===== config.mk =====
export PLATFORM = sky130hd
export DESIGN_NAME = cip_hdr_gen
export DESIGN_NICKNAME = d
export VERILOG_FILES = /design/src/rtl/cip_pkg.sv /design/src/rtl/cip_rate_table.sv /design/src/rtl/cip_syt_accum.sv /design/src/rtl/cip_hdr_gen.sv
export SDC_FILE = /design/constraint.sdc
export NUM_CORES = 1
export LEC_CHECK = 0
export ABC_AREA = 0
export BUFFER_PORTS_ARGS = -buffer_cell sky130_fd_sc_hd__buf_2
export CORE_UTILIZATION = 30
export CTS_CLUSTER_DIAMETER = 200
export CTS_CLUSTER_SIZE = 8
export DETAILED_ROUTE_END_ITERATION = 7
export MAX_ROUTING_LAYER = met4
export PLACE_DENSITY = 0.46
export SLEW_MARGIN = 40
export SYNTH_ARGS = -nofsm -noshare
export SYNTH_HDL_FRONTEND = slang
export SYNTH_SLANG_ARGS = --single-unit
export TNS_END_PERCENT = 50

===== constraint.sdc =====
create_clock -name clk -period 7.91 [get_ports clk]
set_clock_uncertainty 0.05 [all_clocks]
set_input_delay 0.791 -clock clk [delete_from_list [all_inputs] [get_ports clk]]
set_output_delay 0.791 -clock clk [all_outputs]
set_load 0.03 [all_outputs]

===== src/rtl/cip_pkg.sv =====
package cip_pkg;
    localparam int unsigned RATE_CODES      = 7;
    localparam int unsigned TICK_HZ         = 24576000;
    localparam int unsigned TICKS_PER_CYCLE = 3072;
    localparam int unsigned LAUNCH_DELAY    = 9000;
    localparam int unsigned INIT_CYCLE      = LAUNCH_DELAY / TICKS_PER_CYCLE;
    localparam int unsigned INIT_OFFSET     = LAUNCH_DELAY % TICKS_PER_CYCLE;

    localparam int CODE_W = 3;
    localparam int SID_W  = 6;
    localparam int DIM_W  = 8;
    localparam int DBC_W  = 8;
    localparam int CYC_W  = 4;
    localparam int OFF_W  = 12;
    localparam int STEP_W = 13;
    localparam int REM_W  = 18;
    localparam int IVL_W  = 6;

    localparam logic [1:0]        EOH_FIRST    = 2'b00;
    localparam logic [1:0]        EOH_SECOND   = 2'b10;
    localparam logic [5:0]        FMT_AUDIO    = 6'h10;
    localparam logic [CODE_W-1:0] DEFAULT_CODE = 3'd2;
    localparam logic [DIM_W-1:0]  DEFAULT_DIM  = 8'd2;

    function automatic int unsigned code_rate_hz(input int unsigned c);
        case (c)
            0:       return 32000;
            1:       return 44100;
            3:       return 88200;
            4:       return 96000;
            5:       return 176400;
            6:       return 192000;
            default: return 48000;
        endcase
    endfunction

    function automatic int unsigned code_interval(input int unsigned c);
        if (c >= 5 && c < RATE_CODES) return 32;
        if (c == 3 || c == 4)         return 16;
        return 8;
    endfunction
endpackage


===== src/rtl/cip_rate_table.sv =====
module cip_rate_table
    import cip_pkg::*;
(
    input  logic [CODE_W-1:0] code_i,
    output logic [IVL_W-1:0]  ivl_o,
    output logic [STEP_W-1:0] step_int_o,
    output logic [REM_W-1:0]  step_rem_o,
    output logic [REM_W-1:0]  rate_o
);
    localparam int unsigned ENTRIES = 1 << CODE_W;

    logic [IVL_W-1:0]  ivl_tab  [ENTRIES];
    logic [STEP_W-1:0] sint_tab [ENTRIES];
    logic [REM_W-1:0]  srem_tab [ENTRIES];
    logic [REM_W-1:0]  rate_tab [ENTRIES];

    for (genvar c = 0; c < ENTRIES; c++) begin : g_code
        localparam int unsigned EC  = (c < RATE_CODES) ? c : DEFAULT_CODE;
        localparam int unsigned IVL = code_interval(EC);
        localparam int unsigned HZ  = code_rate_hz(EC);
        localparam int unsigned NUM = TICK_HZ * IVL;
        assign ivl_tab[c]  = IVL_W'(IVL);
        assign sint_tab[c] = STEP_W'(NUM / HZ);
        assign srem_tab[c] = REM_W'(NUM % HZ);
        assign rate_tab[c] = REM_W'(HZ);
    end

    always_comb begin
        ivl_o      = ivl_tab[code_i];
        step_int_o = sint_tab[code_i];
        step_rem_o = srem_tab[code_i];
        rate_o     = rate_tab[code_i];
    end
endmodule


===== src/rtl/cip_syt_accum.sv =====
module cip_syt_accum
    import cip_pkg::*;
(
    input  logic              clk,
    input  logic              rst_n,
    input  logic              reload_i,
    input  logic              advance_i,
    input  logic [STEP_W-1:0] step_int_i,
    input  logic [REM_W-1:0]  step_rem_i,
    input  logic [REM_W-1:0]  rate_i,
    output logic [CYC_W-1:0]  cycle_o,
    output logic [OFF_W-1:0]  offset_o
);
    localparam int SUM_W    = STEP_W + 1;
    localparam int MAX_WRAP = int'((TICKS_PER_CYCLE - 1 + (1 << STEP_W)) / TICKS_PER_CYCLE);

    typedef struct packed {
        logic [CYC_W-1:0] cyc;
        logic [OFF_W-1:0] off;
        logic [REM_W-1:0] rem;
    } acc_t;

    localparam acc_t ACC_INIT = '{cyc: CYC_W'(INIT_CYCLE), off: OFF_W'(INIT_OFFSET), rem: '0};

    acc_t acc_d, acc_q;
    logic [REM_W:0]   rem_sum;
    logic             carry;
    logic [REM_W-1:0] rem_next;
    logic [SUM_W-1:0] int_sum;
    logic [CYC_W-1:0] wraps;
    logic [OFF_W-1:0] off_next;

    always_comb begin
        rem_sum  = {1'b0, acc_q.rem} + {1'b0, step_rem_i};
        carry    = rem_sum >= {1'b0, rate_i};
        rem_next = carry ? REM_W'(rem_sum - {1'b0, rate_i}) : REM_W'(rem_sum);
        int_sum  = SUM_W'(acc_q.off) + SUM_W'(step_int_i) + SUM_W'(carry);
        wraps    = '0;
        for (int k = MAX_WRAP; k >= 1; k--) begin
            if (wraps == '0 && int_sum >= SUM_W'(k * int'(TICKS_PER_CYCLE)))
                wraps = CYC_W'(k);
        end
        off_next = OFF_W'(int_sum - SUM_W'(wraps) * SUM_W'(TICKS_PER_CYCLE));

        acc_d = acc_q;
        if (reload_i) begin
            acc_d = ACC_INIT;
        end else if (advance_i) begin
            acc_d.cyc = acc_q.cyc + wraps;
            acc_d.off = off_next;
            acc_d.rem = rem_next;
        end
    end

    always_ff @(posedge clk) begin
        if (!rst_n) acc_q <= ACC_INIT;
        else        acc_q <= acc_d;
    end

    assign cycle_o  = acc_q.cyc;
    assign offset_o = acc_q.off;

    p_offset_range_r6: assert property (@(posedge clk) disable iff (!rst_n)
        acc_q.off < OFF_W'(TICKS_PER_CYCLE) && acc_q.rem < rate_i);
    p_reload_init_r9: assert property (@(posedge clk) disable iff (!rst_n)
        reload_i |=> acc_q.cyc == CYC_W'(INIT_CYCLE) && acc_q.off == OFF_W'(INIT_OFFSET) && acc_q.rem == '0);
    p_idle_hold_r6: assert property (@(posedge clk) disable iff (!rst_n)
        (!reload_i && !advance_i) |=> $stable(acc_q));
    p_advance_moves_r6: assert property (@(posedge clk) disable iff (!rst_n)
        (advance_i && !reload_i) |=> (acc_q.cyc != $past(acc_q.cyc) || acc_q.off != $past(acc_q.off)));
endmodule


===== src/rtl/cip_hdr_gen.sv =====
module cip_hdr_gen
    import cip_pkg::*;
#(
    parameter int EVT_W = 8,
    localparam int SIZE_W = EVT_W + DIM_W + 3
) (
    input  logic              clk,
    input  logic              rst_n,
    input  logic              cfg_load_i,
    input  logic [CODE_W-1:0] cfg_code_i,
    input  logic [DIM_W-1:0]  cfg_dim_i,
    input  logic [SID_W-1:0]  node_id_i,
    input  logic              pkt_start_i,
    input  logic [EVT_W-1:0]  pkt_events_i,
    output logic              hdr_valid_o,
    output logic [31:0]       hdr_q0_o,
    output logic [31:0]       hdr_q1_o,
    output logic [SIZE_W-1:0] pkt_bytes_o
);
    localparam int CMP_W = (EVT_W > DBC_W) ? EVT_W : DBC_W;

    typedef struct packed {
        logic [CODE_W-1:0] code;
        logic [DIM_W-1:0]  dim;
        logic [DBC_W-1:0]  dbc;
        logic              vld;
        logic [31:0]       q0;
        logic [31:0]       q1;
        logic [SIZE_W-1:0] bytes;
    } hdr_st_t;

    hdr_st_t st_d, st_q;

    logic [IVL_W-1:0]  ivl;
    logic [STEP_W-1:0] step_int;
    logic [REM_W-1:0]  step_rem;
    logic [REM_W-1:0]  rate;
    logic [CYC_W-1:0]  acc_cyc;
    logic [OFF_W-1:0]  acc_off;
    logic              cfg_ok;
    logic              stamp;
    logic [DBC_W-1:0]  ivl_ext;
    logic [DBC_W-1:0]  ts_idx;
    logic [15:0]       syt;

    cip_rate_table u_rate (
        .code_i     (st_q.code),
        .ivl_o      (ivl),
        .step_int_o (step_int),
        .step_rem_o (step_rem),
        .rate_o     (rate)
    );

    cip_syt_accum u_accum (
        .clk        (clk),
        .rst_n      (rst_n),
        .reload_i   (cfg_ok),
        .advance_i  (stamp),
        .step_int_i (step_int),
        .step_rem_i (step_rem),
        .rate_i     (rate),
        .cycle_o    (acc_cyc),
        .offset_o   (acc_off)
    );

    assign cfg_ok = cfg_load_i && (cfg_code_i < CODE_W'(RATE_CODES));

    always_comb begin
        st_d     = st_q;
        st_d.vld = pkt_start_i;
        ivl_ext  = DBC_W'(ivl);
        ts_idx   = (ivl_ext - st_q.dbc) & (ivl_ext - DBC_W'(1));
        stamp    = 1'b0;
        syt      = 16'hFFFF;
        if (pkt_start_i) begin
            stamp      = CMP_W'(ts_idx) < CMP_W'(pkt_events_i);
            if (stamp) syt = {acc_cyc, acc_off};
            st_d.q0    = {EOH_FIRST, node_id_i, st_q.dim, 8'h00, st_q.dbc};
            st_d.q1    = {EOH_SECOND, FMT_AUDIO, 8'(st_q.code), syt};
            st_d.bytes = (SIZE_W'(pkt_events_i) * SIZE_W'(st_q.dim) + SIZE_W'(2)) << 2;
            st_d.dbc   = st_q.dbc + DBC_W'(pkt_events_i);
        end
        if (cfg_ok) begin
            st_d.code = cfg_code_i;
            st_d.dim  = cfg_dim_i;
        end
    end

    always_ff @(posedge clk) begin
        if (!rst_n) begin
            st_q      <= '0;
            st_q.code <= DEFAULT_CODE;
            st_q.dim  <= DEFAULT_DIM;
        end else begin
            st_q <= st_d;
        end
    end

    assign hdr_valid_o = st_q.vld;
    assign hdr_q0_o    = st_q.q0;
    assign hdr_q1_o    = st_q.q1;
    assign pkt_bytes_o = st_q.bytes;

    p_valid_after_start_r1: assert property (@(posedge clk) disable iff (!rst_n)
        pkt_start_i |=> hdr_valid_o);
    p_valid_needs_start_r1: assert property (@(posedge clk) disable iff (!rst_n)
        hdr_valid_o |-> $past(pkt_start_i));
    p_dbc_advance_r8: assert property (@(posedge clk) disable iff (!rst_n)
        pkt_start_i |=> st_q.dbc == $past(st_q.dbc + DBC_W'(pkt_events_i)));
    p_bad_code_ignored_r4: assert property (@(posedge clk) disable iff (!rst_n)
        (cfg_load_i && cfg_code_i >= CODE_W'(RATE_CODES)) |=> ($stable(st_q.code) && $stable(st_q.dim)));
    p_stamp_offset_r5: assert property (@(posedge clk) disable iff (!rst_n)
        (hdr_valid_o && hdr_q1_o[15:0] != 16'hFFFF) |-> hdr_q1_o[11:0] < 12'(TICKS_PER_CYCLE));
    p_second_quadlet_r3: assert property (@(posedge clk) disable iff (!rst_n)
        hdr_valid_o |-> (hdr_q1_o[31:24] == 8'h90 && hdr_q1_o[23:16] < 8'(RATE_CODES)));
endmodule


Word level (Yosys, flattened, before mapping):

Memories as Yosys holds them, arrays and structs flattened.
Index checks and enable logic that the tools add are counted.

* bits in registers: 113
* latch bits: 0
* RAM bits: 0
* ROM bits: 440
* input bits: 29
* output and inout port bits: 84
* logic and storage cells: 56
* memories: 4

Memories
* (no name shown): words 8, bits a word 18, rd ports 1, clocked after memory_dff 0, wr ports 0, line cip_rate_table.sv:31 `step_rem_o = srem_tab[code_i];`
* (no name shown): words 8, bits a word 18, rd ports 1, clocked after memory_dff 0, wr ports 0, line cip_rate_table.sv:32 `rate_o = rate_tab[code_i];`
* (no name shown): words 8, bits a word 13, rd ports 1, clocked after memory_dff 0, wr ports 0, line cip_rate_table.sv:30 `step_int_o = sint_tab[code_i];`
* (no name shown): words 8, bits a word 6, rd ports 1, clocked after memory_dff 0, wr ports 0, line cip_rate_table.sv:29 `ivl_o = ivl_tab[code_i];`

* $add $sub $neg: 10
* multipliers: 2
* div/mod/pow operators: 0
* magnitude comparators: 7
* equality and inequality tests: 0
* shift operators: 0
* mux-type cells: 14
* bitwise operators: 3
* reduce and logical (&&, ||, !) cells: 6

Operators by type and width (count)
* 2-to-1 mux 18 bit: 5
* 2-to-1 mux 13 bit: 2
* adder 18 x 18 -> 19 bit: 1
* greater-or-equal comparator 19 x 18 -> 1 bit: 1
* subtractor 18 bit: 1
* adder 16 x 2 -> 17 bit, second input constant: 1
* multiplier 8 x 8 -> 16 bit: 1
* 2-to-1 mux 16 bit: 1
* adder 12 x 13 -> 14 bit: 1
* adder 14 x 1 -> 14 bit: 1
* greater-or-equal comparator 14 x 12 -> 1 bit, second input constant: 1
* greater-or-equal comparator 14 x 13 -> 1 bit, second input constant: 1
* greater-or-equal comparator 14 bit, second input constant: 1
* 2-to-1 mux 6 bit: 2
* subtractor 12 bit: 1
* adder 8 bit: 1
* AND 8 bit: 1
* zero test 4 bit: 2
* less-than comparator 8 bit: 1
* 2-to-1 mux 4 bit: 2
* subtractor 6 x 8 -> 8 bit: 1
* subtractor 6 x 1 -> 7 bit, second input constant: 1
* adder 4 bit: 1
* greater-or-equal comparator 4 bit, second input constant: 1
* 8 further kinds: 10

Depth between registers and ports, before layout:

Gate-level depths: netlist (run 1).

* depth after elaboration: 17
* mapped depth: 33
* gate-level depth less buffers: 32

By module:

A second synthesis (run 1) with hierarchy kept.

* cells, all modules: 1304
* area, all modules: 11014.3 um^2

By module, submodules not included
* cip_hdr_gen: times used 1, cells an instance 711, area each 6407.4 um^2, sequential area each 1581.5 um^2
* cip_syt_accum: times used 1, cells an instance 517, area each 4057.6 um^2, sequential area each 680.7 um^2
* cip_rate_table: times used 1, cells an instance 76, area each 549.3 um^2, sequential area each 0.0 um^2

Least setup slack after synthesis (run 1):

OpenSTA, ideal clock, no wires.

* path type: register to register
* start: register st_q[101] (netlist name)
* end: register u_accum.acc_q (netlist bit u_accum.cycle_o[2])
* setup time: 0.070 ns
* arrival: 6.512 ns
* data required time: 7.790 ns
* path slack: 1.277 ns
* stages on the path, launching flop included: 32
* period minus slack after synthesis: 6.633 ns
* path through: dfxtp_1 inv_1 ha_1 nor2b_1 ha_1 fa_1 a211oi_1 o21ai_0 a311oi_1 o21bai_1 xor2_1 ha_1 a21o_1 a21oi_1 o211ai_1 a211oi_4 inv_4 clkbuf_8 ha_1 inv_1 fa_1 and3b_1 o2111ai_1 a21oi_1 o211ai_1 o21ai_0 nor2_1 ha_1 inv_1 fa_1 or3_1 a21oi_1

* longest elaborated chain between the ends: 16
* elaborated cells on any way between the ends: 33
* classes of those cells: add/sub (6); order compare (5); mux (12); bitwise (2); reduce/logical (4); memory (4)

RTL lines
* from (decl): line cip_hdr_gen.sv:32 `hdr_st_t st_d, st_q;`
* from (signal assigned): line cip_hdr_gen.sv:95 `st_q <= st_d;`
* NOT 3 -> 4 bit (not written as such) *
* memory (8 x 18 bit)
* 2-to-1 mux 18 bit (not written as such) (2 in series): line cip_rate_table.sv:31
* adder 18 x 18 -> 19 bit: line cip_syt_accum.sv:34 `rem_sum = {1'b0, acc_q.rem} + {1'b0, step_rem_i};`
* greater-or-equal comparator 19 x 18 -> 1 bit: line cip_syt_accum.sv:35 `carry = rem_sum >= {1'b0, rate_i};`
* adder 14 x 1 -> 14 bit: line cip_syt_accum.sv:37 `int_sum = SUM_W'(acc_q.off) + SUM_W'(step_int_i) + SUM_W'(carry);`
* greater-or-equal comparator 14 bit: line cip_syt_accum.sv:40 `if (wraps == '0 && int_sum >= SUM_W'(k * int'(TICKS_PER_CYCLE)))`
* 2-to-1 mux 2 bit: line cip_syt_accum.sv:40
* zero test 4 bit: line cip_syt_accum.sv:40
* logical AND 1 bit: line cip_syt_accum.sv:40
* 2-to-1 mux 4 bit: line cip_syt_accum.sv:40
* zero test 4 bit: line cip_syt_accum.sv:40
* logical AND 1 bit: line cip_syt_accum.sv:40
* 2-to-1 mux 4 bit: line cip_syt_accum.sv:40
* adder 4 bit: line cip_syt_accum.sv:49 `acc_d.cyc = acc_q.cyc + wraps;`
* to (signal assigned): line cip_syt_accum.sv:56 `if (!rst_n) acc_q <= ACC_INIT;`
* to (signal assigned): line cip_syt_accum.sv:57 `else acc_q <= acc_d;`
* to (decl): line cip_syt_accum.sv:25 `acc_t acc_d, acc_q;`

Mark *: on every way between the ends. The rest lies on a longest branch, timed or not. The select of a mux whose other input is x is not followed.
A chain may end at the register's enable or synchronous reset.

Final worst setup path (run 1):

Same ends and word-level chain as after synthesis.

==> key figures, run 1 <==
Run status
  – Status: finished clean

Finish
  – Post-route core utilization: 32.5%
  – Share of post-route cells with drive strength above 1: 12.4%
  – Flip-flop and latch area: 2220 um2
  – N_diodes: 0
  – Final nets: 1305
  – Filler Cell Count: 3322
  – Area grow syn2layout: 6.16%
  – Multi-input gate area in the final layout: 6380 um2

STA
  – Hold Vio Cnt, Final: 0
  – Tcrit/Tclk final: 90.4%
  – Slew Limit Headroom: 52.5%
  – Setup WS post-layout: 0.756 ns
  – Maximum clock frequency: 140 MHz
  – Final Setup Violations: 0
  – Worst hold slack across all endpoints: 0.426 ns
  – Min cycle time layout: 7.15 ns
  – Slew at the pin closest to its max-slew limit: 0.713 ns
  – RSZ-0062 raised after global routing: false
  – Final count of pins violating max slew: 0
  – Setup tns final: 0 ns

Yosys
  – Most used flip-flop cell after synthesis: sky130_fd_sc_hd__dfxtp_1
  – Post-Syn Area: 9670 um2
  – Synth area leader: sky130_fd_sc_hd__dfxtp_1
  – Share of the synthesized area in the top cell type: 23.0%
  – Register bit count reported by yosys: 111
  – Count of cell types in the netlist: 67
  – Number of warning messages in the yosys log: 0
  – Gate Count Post-Synth: 1127
  – Number of flops mapped to enable cells by yosys: 0
  – Post-synthesis average cell area: 8.58 um2
  – Async S/R FF share, synth: 0%
  – Main area contributors after synthesis: sky130_fd_sc_hd__dfxtp_1, sky130_fd_sc_hd__ha_1, sky130_fd_sc_hd__fa_1
  – Most instantiated cells after synthesis: sky130_fd_sc_hd__dfxtp_1, sky130_fd_sc_hd__ha_1, sky130_fd_sc_hd__inv_1, sky130_fd_sc_hd__buf_4, sky130_fd_sc_hd__nand2_1
  – Library cell with the highest instance count after synthesis: sky130_fd_sc_hd__dfxtp_1
  – Share of the yosys chip area belonging to registers: 23.0%

Worst hold path
  – Worst-case hold path end point: pkt_bytes_o[4]
  – Worst Hold Launch: pkt_bytes_o[4]
  – Type of the worst min-delay path: flip-flop to flip-flop
  – Depth of the worst hold-timing path: 1

Floorplanning
  – Horizontal die dimension: 182 um
  – Overall die area: 33000 um2
  – Standard cell core area: 31600 um2
  – Vertical extent of the die: 182 um
  – Initial Util: 30.6%
  – Number of top-level pins: 113
  – Row count: 65

CTS
  – Clock sinks: 111
  – CTS hold repair buffers: 0
  – # resized after CTS: 0
  – Setup bufs post-CTS: 0
  – Number of H-tree branching levels: 3
  – Worst-Skew Late Latency: 0.37 ns
  – Total clock buffers created by CTS: 9
  – Clk buf depth: 2
  – Clock-pin slew on the worst setup and hold paths: 0.08 ns
  – Clock tree from TritonCTS: built
  – Root buf cell: sky130_fd_sc_hd__clkbuf_16

Critical path
  – Worst reg2reg path depth: 31
  – Path type of the worst setup path: flip-flop to flip-flop
  – Delay contributed by the slowest stage of the critical path: 0.48 ns
  – CP Launch Type: flip-flop
  – Arr. time, crit path: 7.40 ns
  – Worst setup slack for register-to-register paths: 0.76 ns
  – Capture instance of the worst register-to-register path: u_accum.cycle_o[2]
  – Cell type with the highest occurrence count on the critical path: sky130_fd_sc_hd__ha_1
  – Required time of the critical path: 8.15 ns
  – Crit path max-delay cell type: sky130_fd_sc_hd__dfxtp_1
  – CP Capture Type: flip-flop
  – Critical-path maximum fanout: 8
  – Launch point of the worst reg-to-reg path: st_q[101]

Routing
  – DRT Pass-1 Iters: 5
  – Count of nets left with antenna violations after detail routing: 0
  – Wire length after detailed routing: 24100 um
  – DRC viols: 0
  – Average vias per placed instance: 4.83
  – Vias: 7430
  – Routed wire length per instance: 15.7 um
  – Number of DRC markers in iteration 0: 293

Power
  – Maximum resistive drop on vdd: 0.108 mV
  – Total power: 1.84 mW
  – Static leakage: 4.97 nW
  – Ratio of total power to cell area: 179 nW/um2

Place
  – Final weighted congestion of routability-driven global placement: 0.874
  – HPWL after DPL: 18300 um
  – Placement-stage worst setup slack: 0.812 ns
  – I/O Buffers: 89

Flow run
  – Max-Cap Viols: 0

Global routing
  – Initial antenna violation count: 0
  – Pin count of the biggest net entering global routing: 75
  – Via count of the first global-routing pass: 7452
  – All-Layer GR Usage: 15.5%
  – First-pass GRT wire length: 39400 um
  – Global route total overflow: 0
-- power by group --
group	total, mW	internal [mW]	switching [mW]	leakage, nW
sequential	0.645	0.605	0.0407	0.911
combinational	0.719	0.281	0.438	3.92
clock	0.474	0.230	0.244	0.141
-- final cells by class --
class	instances	share of cell area [%]
tap	402	4.90
sequential	111	21.6
multi-input combinational	813	62.2
inverter	101	3.72
timing repair buffer	94	4.76
clock buffer	11	2.36
clock inverter	5	0.463
-- routing by layer --
layer / track usage (%) / routed length (um) / vias to the layer above / part of all wire (%)
met2: 26.8 / 12000 / 90 / 50
li1: - / - / 3756 / -
met1: 18.6 / 11100 / 3554 / 46
met4: 4.37 / 433 / 0 / 1.8
met3: 2.27 / 580 / 30 / 2.4
met5: - / 0 / - / 0
-- critical path: cells and delay by family (launching register included) --
kind | cells | cell delay [ns]
compound gates | 13 | 2.56
xor+xnor | 1 | 0.17
fa+ha+maj | 8 | 2.44
buf+inv | 4 | 0.32
flops | 1 | 0.48
simple gates | 5 | 1.04
-- metrics by stage --
step	std cells	instance area, um2
after detailed placement	1521	9970
after global routing	1537	10300
after CTS	1537	10300
final	1537	10300
after global placement	1521	9960
after floorplan	1149	9760
-- placed cells by master, fill, tap and decap left out, types with 7 or more instances in the layout --
master                      instances
sky130_fd_sc_hd__a211oi_1           9
sky130_fd_sc_hd__a21boi_0           9
sky130_fd_sc_hd__a21o_1            11
sky130_fd_sc_hd__a21oi_1           63
sky130_fd_sc_hd__a31oi_1           12
sky130_fd_sc_hd__and2_1            52
sky130_fd_sc_hd__and3_1            10
sky130_fd_sc_hd__buf_2             88
sky130_fd_sc_hd__clkbuf_16          9
sky130_fd_sc_hd__conb_1            23
sky130_fd_sc_hd__dfxtp_1          111
sky130_fd_sc_hd__fa_1              42
sky130_fd_sc_hd__ha_1             104
sky130_fd_sc_hd__inv_1            100
sky130_fd_sc_hd__mux2i_1           52
sky130_fd_sc_hd__nand2_1           78
sky130_fd_sc_hd__nand2b_1           7
sky130_fd_sc_hd__nand3_1           18
sky130_fd_sc_hd__nand3b_1           9
sky130_fd_sc_hd__nor2_1            35
sky130_fd_sc_hd__nor2b_1           49
sky130_fd_sc_hd__nor3_1            20
sky130_fd_sc_hd__o211ai_1          10
sky130_fd_sc_hd__o21ai_0           57
sky130_fd_sc_hd__o221a_2           13
sky130_fd_sc_hd__or3_1             10
sky130_fd_sc_hd__xnor2_1           26
sky130_fd_sc_hd__xor2_1            19
-- flip-flops by register name, indices dropped and copies added (netlist names) --
name and count:
hdr_q0_o 22, hdr_q1_o 20, st_q 19, pkt_bytes_o 17, u_accum.acc_q 16, u_accum.offset_o 12, u_accum.cycle_o 4, hdr_valid_o 1
-- logic make-up after synthesis --
logic type | Yosys count | share of synthesized area (%)
fa+ha+maj | 146 | 22.1
simple gates | 311 | 17.0
compound gates | 235 | 16.2
buf+inv | 225 | 12.1
mux | 52 | 5.38
flops | 111 | 23.0
other cells | 1 | 0.0388
xor+xnor | 46 | 4.24
-- worst max path at each step --
| stage | from | endpoint | slack (ns) | cells past startpoint |
|---|---|---|---|---|
| finish | st_q[101] | u_accum.cycle_o[2] | 0.76 | 31 |
| global route | st_q[101] | u_accum.cycle_o[2] | 0.07 | 31 |
| CTS | st_q[101] | u_accum.cycle_o[2] | 0.75 | 31 |
| detailed placement | st_q[101] | u_accum.cycle_o[2] | 0.81 | 31 |
| global placement | st_q[101] | u_accum.cycle_o[2] | 0.85 | 31 |
| floorplan | st_q[101] | u_accum.cycle_o[2] | 1.28 | 31 |
No activity file was read; power rests on OpenSTA's default activity.
==> inputs of run 2 (changes only) <==
PLACE_DENSITY = 0.5   (was 0.46)
==> run 2 against run 1 <==
First-iteration DRC count rose by 18%. Count of clock-buffer cells in the layout decreased by 2. Register-to-register slack lost 0.04 ns. Flip-flop and latch count did not move. Worst setup slack worse by 0.042 ns. Utilization increased by 0.087 points. Power up 0.43%. Clock power is 2% higher. Critical path depth stayed put. Non-clock buffer count fell by 1. Worst hold slack better by 0.0047 ns. Global-route usage down 0.22 points.
==> key figures, run 2 (synthesis results as in run 1) <==
Place
  – Final weighted congestion of routability-driven global placement: 0.868
  – Placement-stage worst setup slack: 0.596 ns
  – Post-detailed-placement cell area: 9980 um2
  – I/O Buffers: 89
  – HPWL after DPL: 17600 um

Finish
  – Share of post-route cells with drive strength above 1: 12.5%
  – Final nets: 1304
  – Multi-input gate area in the final layout: 6400 um2
  – Filler Cell Count: 3345
  – Area grow syn2layout: 6.44%
  – Commonest cells after routing, fill and taps aside: sky130_fd_sc_hd__dfxtp_1, sky130_fd_sc_hd__ha_1, sky130_fd_sc_hd__inv_1
  – Flip-flop and latch area: 2220 um2
  – Post-layout instance area: 10300 um2
  – N_diodes: 0
  – Number of flip-flops under the largest register name: 22
  – Most common cell after layout, fill and taps aside: sky130_fd_sc_hd__dfxtp_1

Critical path
  – Crit path max-delay cell type: sky130_fd_sc_hd__dfxtp_1
  – Arr. time, crit path: 7.45 ns
  – Launch point of the worst reg-to-reg path: st_q[101]
  – Delay contributed by the slowest stage of the critical path: 0.47 ns
  – Combined buffer and inverter count along the critical path: 4
  – Capture instance of the worst register-to-register path: u_accum.cycle_o[2]
  – Dominant delay contributor by cell family on the critical path: adder cells
  – CP Launch Type: flip-flop
  – Path type of the worst setup path: flip-flop to flip-flop
  – Critical-path maximum fanout: 16
  – Cell type with the highest occurrence count on the critical path: sky130_fd_sc_hd__ha_1
  – Required time of the critical path: 8.16 ns
  – CP Capture Type: flip-flop
  – Worst reg2reg path depth: 31
  – Levels on crit path: 31
  – Worst setup slack for register-to-register paths: 0.71 ns

STA
  – Final Setup Violations: 0
  – Worst hold slack across all endpoints: 0.430 ns
  – Tcrit/Tclk final: 91.0%
  – RSZ-0062 raised after global routing: false
  – Maximum clock frequency: 139 MHz
  – Final count of pins violating max slew: 0
  – Hold Vio Cnt, Final: 0
  – Slew at the pin closest to its max-slew limit: 0.784 ns
  – Slew Limit Headroom: 47.6%
  – Setup tns final: 0 ns
  – Setup WS post-layout: 0.714 ns
  – Min cycle time layout: 7.20 ns

Flow run
  – Max-Cap Viols: 0

Power
  – Maximum resistive drop on vdd: 0.106 mV
  – Static leakage: 4.97 nW
  – Ratio of total power to cell area: 179 nW/um2

Worst hold path
  – Type of the worst min-delay path: flip-flop to flip-flop
  – Worst Hold Launch: pkt_bytes_o[9]
  – Depth of the worst hold-timing path: 2
  – Worst-case hold path end point: pkt_bytes_o[9]

CTS
  – Worst-Skew Late Latency: 0.37 ns
  – Root buf cell: sky130_fd_sc_hd__clkbuf_16
  – Clock sinks: 111
  – Clock tree from TritonCTS: built
  – Clock-pin slew on the worst setup and hold paths: 0.09 ns
  – CTS hold repair buffers: 0
  – Number of H-tree branching levels: 3
  – Total clock buffers created by CTS: 9
  – Clk buf depth: 2

Floorplanning
  – Horizontal die dimension: 182 um
  – Overall die area: 33000 um2
  – Number of top-level pins: 113
  – Standard cell core area: 31600 um2
  – Initial Util: 30.6%
  – Row count: 65
  – Vertical extent of the die: 182 um

Routing
  – Wire length after detailed routing: 23500 um
  – DRT Pass-1 Iters: 5
  – Count of nets left with antenna violations after detail routing: 0
  – Routed wire length per instance: 15.3 um
  – Vias: 7439
  – Number of DRC markers in iteration 0: 347
  – DRC viols: 0
  – Average vias per placed instance: 4.84

Global routing
  – First-pass GRT wire length: 38800 um
  – All-Layer GR Usage: 15.3%
  – Via count of the first global-routing pass: 7298
  – Initial antenna violation count: 0
  – Global route total overflow: 0
  – Pin count of the biggest net entering global routing: 85

Run status
  – Status: finished clean
==> run 2: timing repair <==
action,4_1_cts,5_1_grt
endpoints found under the setup margin,0,1
resized for setup,0,2
setup buffers,0,0
==> run 2: worst max path at each step <==
stage,startpoint,to,slack [ns]
3_5_place_dp,st_q[101],u_accum.cycle_o[2],0.60
5_1_grt,st_q[101],u_accum.cycle_o[2],0.02
4_1_cts,st_q[101],u_accum.cycle_o[2],0.55
2_1_floorplan,st_q[101],u_accum.cycle_o[2],1.28
6_report,st_q[101],u_accum.cycle_o[2],0.71
3_3_place_gp,st_q[101],u_accum.cycle_o[2],0.77
==> run 2: where the power goes <==
| group | switching [mW] | total (mW) | leakage (nW) | internal (mW) |
|---|---|---|---|---|
| Combinational | 0.436 | 0.718 | 3.91 | 0.282 |
| Sequential | 0.0405 | 0.645 | 0.911 | 0.605 |
| Clock | 0.256 | 0.483 | 0.146 | 0.227 |
| Total | 0.733 | 1.85 | 4.97 | 1.11 |
==> run 2: worst register-to-register path: cells and delay by family (launching register included) <==
| family | cells | cell delay (ns) |
|---|---|---|
| and+or+nand+nor | 7 | 1.39 |
| adders and majority gates | 8 | 2.44 |
| xor gates and xnor gates | 1 | 0.18 |
| AOI/OAI and AO/OA | 11 | 2.13 |
| buffers and inverters | 4 | 0.48 |
| DFF | 1 | 0.47 |
==> run 2: layout make-up <==
type / instances / share of cell area (%)
multi-input combinational: 813 / 62.1
sequential: 111 / 21.6
clock inverter: 7 / 0.778
tap: 402 / 4.89
inverter: 101 / 3.71
timing repair buffer: 93 / 4.72
clock buffer: 9 / 2.19
==> run 2: metrics by stage <==
step / util (%) / instances / total power [mW]
3_3_place_gp: 31.5 / 1520 / 1.38
5_1_grt: 32.5 / 1536 / 1.99
2_1_floorplan: - / 1149 / 1.24
4_1_cts: 32.5 / 1536 / 1.88
3_5_place_dp: 31.5 / 1520 / 1.38
6_report: 32.5 / 1536 / 1.85
==> run 2: routing by layer <==
layer	part of all wire, %	GRT usage, %
met5	0	-
met4	1.9	4.81
met3	2.9	2.13
met2	48	25.4
met1	47	19.1
==> inputs of run 3 (changes only) <==
clock period = 7.5 ns   (was 7.91 ns; I/O delays follow)
==> run 3 against run 2 <==
Worst hold slack got worse by 0.011 ns. Non-clock buffer count grew 2. Global-route usage about the same. Count of clock-buffer cells in the layout unchanged. Critical path depth is 1 lower. Flip-flop and latch count is the same. Largest power group unchanged. Via count rose by 1.4%. Cell area is 0.50% higher.
==> key figures, run 3 (synthesis results as in run 1) <==
Run status
  – Status: finished clean

STA
  – Final count of pins violating max slew: 0
  – Setup tns final: 0 ns
  – Slew at the pin closest to its max-slew limit: 0.809 ns
  – Tcrit/Tclk final: 93.2%
  – RSZ-0062 raised after global routing: false
  – Final Setup Violations: 0
  – Hold Vio Cnt, Final: 0
  – Maximum clock frequency: 143 MHz
  – Slew Limit Headroom: 46.1%
  – Min cycle time layout: 6.99 ns

CTS
  – Total clock buffers created by CTS: 9
  – Worst-Skew Late Latency: 0.37 ns
  – CTS hold repair buffers: 0
  – Clk buf depth: 2
  – Number of H-tree branching levels: 3
  – Clock sinks: 111
  – Clock tree from TritonCTS: built
  – Clock-pin slew on the worst setup and hold paths: 0.09 ns
  – Root buf cell: sky130_fd_sc_hd__clkbuf_16

Routing
  – Count of nets left with antenna violations after detail routing: 0
  – Routed wire length per instance: 15.4 um
  – Wire length after detailed routing: 23600 um
  – DRC viols: 0
  – DRT Pass-1 Iters: 6
  – Number of DRC markers in iteration 0: 369
  – Average vias per placed instance: 4.91
  – Vias: 7544

Flow run
  – Max-Cap Viols: 0

Place
  – HPWL after DPL: 17700 um
  – Final weighted congestion of routability-driven global placement: 0.892
  – # placed instances: 1522
  – I/O Buffers: 89
  – Post-detailed-placement cell area: 9990 um2

Power
  – Static leakage: 5.00 nW
  – Total power: 1.99 mW
  – Ratio of total power to cell area: 193 nW/um2
  – Maximum resistive drop on vdd: 0.0973 mV

Finish
  – Final non-filler cell total: 1538
  – Share of post-route cells with drive strength above 1: 12.6%
  – Commonest cells after routing, fill and taps aside: sky130_fd_sc_hd__dfxtp_1, sky130_fd_sc_hd__ha_1, sky130_fd_sc_hd__inv_1
  – Most common cell after layout, fill and taps aside: sky130_fd_sc_hd__dfxtp_1
  – Number of flip-flops under the largest register name: 22
  – Area grow syn2layout: 6.97%
  – N_diodes: 0
  – Final nets: 1306
  – Post-layout instance area: 10300 um2

Floorplanning
  – Overall die area: 33000 um2
  – Standard cell core area: 31600 um2
  – Horizontal die dimension: 182 um
  – Vertical extent of the die: 182 um
  – Number of top-level pins: 113
  – Row count: 65
  – Initial Util: 30.6%

Global routing
  – First-pass GRT wire length: 38900 um
  – Initial antenna violation count: 0
  – Via count of the first global-routing pass: 7288
  – All-Layer GR Usage: 15.2%
  – Global route total overflow: 0
  – Pin count of the biggest net entering global routing: 85

Critical path
  – Arr. time, crit path: 7.24 ns
  – CP Capture Type: flip-flop
  – Critical-path maximum fanout: 8
  – Required time of the critical path: 7.75 ns
  – Cell type with the highest occurrence count on the critical path: sky130_fd_sc_hd__ha_1
  – Worst setup slack for register-to-register paths: 0.51 ns
  – Crit path max-delay cell type: sky130_fd_sc_hd__fa_1
  – Path type of the worst setup path: flip-flop to flip-flop
  – CP Launch Type: flip-flop
  – Delay contributed by the slowest stage of the critical path: 0.46 ns

Worst hold path
  – Type of the worst min-delay path: flip-flop to flip-flop
==> run 3: cell count changes in the layout (fill, tap and decap cells not counted), sizes merged <==
cell      change
buf           +2
inv           -3
bufinv        +2
clkinvlp      +1
==> run 3: path summary, 6_finish.rpt <==
check / cells after the start / from / endpoint
setup / recovery: 30 / st_q[101] / u_accum.cycle_o[2]
hold / removal: 2 / pkt_bytes_o[18] / pkt_bytes_o[18]
hold reg to reg: 2 / pkt_bytes_o[18] / pkt_bytes_o[18]
setup reg to reg: 30 / st_q[101] / u_accum.cycle_o[2]
==> run 3: cell type report <==
cell class / count / area, um2
flip-flops and latches: 111 / 2220
clock buffers: 9 / 225
repair buffers: 95 / 500
well taps: 402 / 503
inverters: 101 / 382
clock inverters: 7 / 116
fillers: 3371 / 21300
multi-input cells: 813 / 6400
==> run 3: critical path, delay by kind of cell (launching register included) <==
kind	cells	cell delay (ns)
AO/OA/AOI/OAI	13	2.83
XOR/XNOR	1	0.17
adder cells (fa/ha/maj)	8	2.28
buffers and inverters	4	0.27
flip-flops	1	0.40
AND/OR/NAND/NOR	4	0.92
==> run 3: repair_timing <==
item / in CTS / in global routing
buffers inserted: 0 / 0
endpoints found under the setup margin: 0 / 1
resized for setup: 0 / 4
hold endpoints to repair: 0 / 0
==> run 3: stage by stage <==
step | hold slack (ns) | setup slack [ns] | utilization (%)
3_3_place_gp | 0.406 | 0.529 | 31.5
2_1_floorplan | 0.398 | 0.867 | -
6_report | 0.419 | 0.508 | 32.7
4_1_cts | 0.428 | 0.373 | 32.7
3_5_place_dp | 0.417 | 0.420 | 31.6
5_1_grt | 0.446 | 0.0136 | 32.7
==> run 3: power breakdown <==
group          total [mW]  switching, mW  internal [mW]
registers           0.680         0.0427          0.638
logic               0.760          0.462          0.298
clock network       0.553          0.253          0.300
total                1.99          0.758           1.24
==> run 3: routing by layer <==
layer	track usage [%]	routed length (um)	vias up
met5	-	0	-
met4	4.95	450	0
met3	2.19	638	22
met2	24.7	11200	109
met1	19.4	11300	3628
li1	-	-	3785
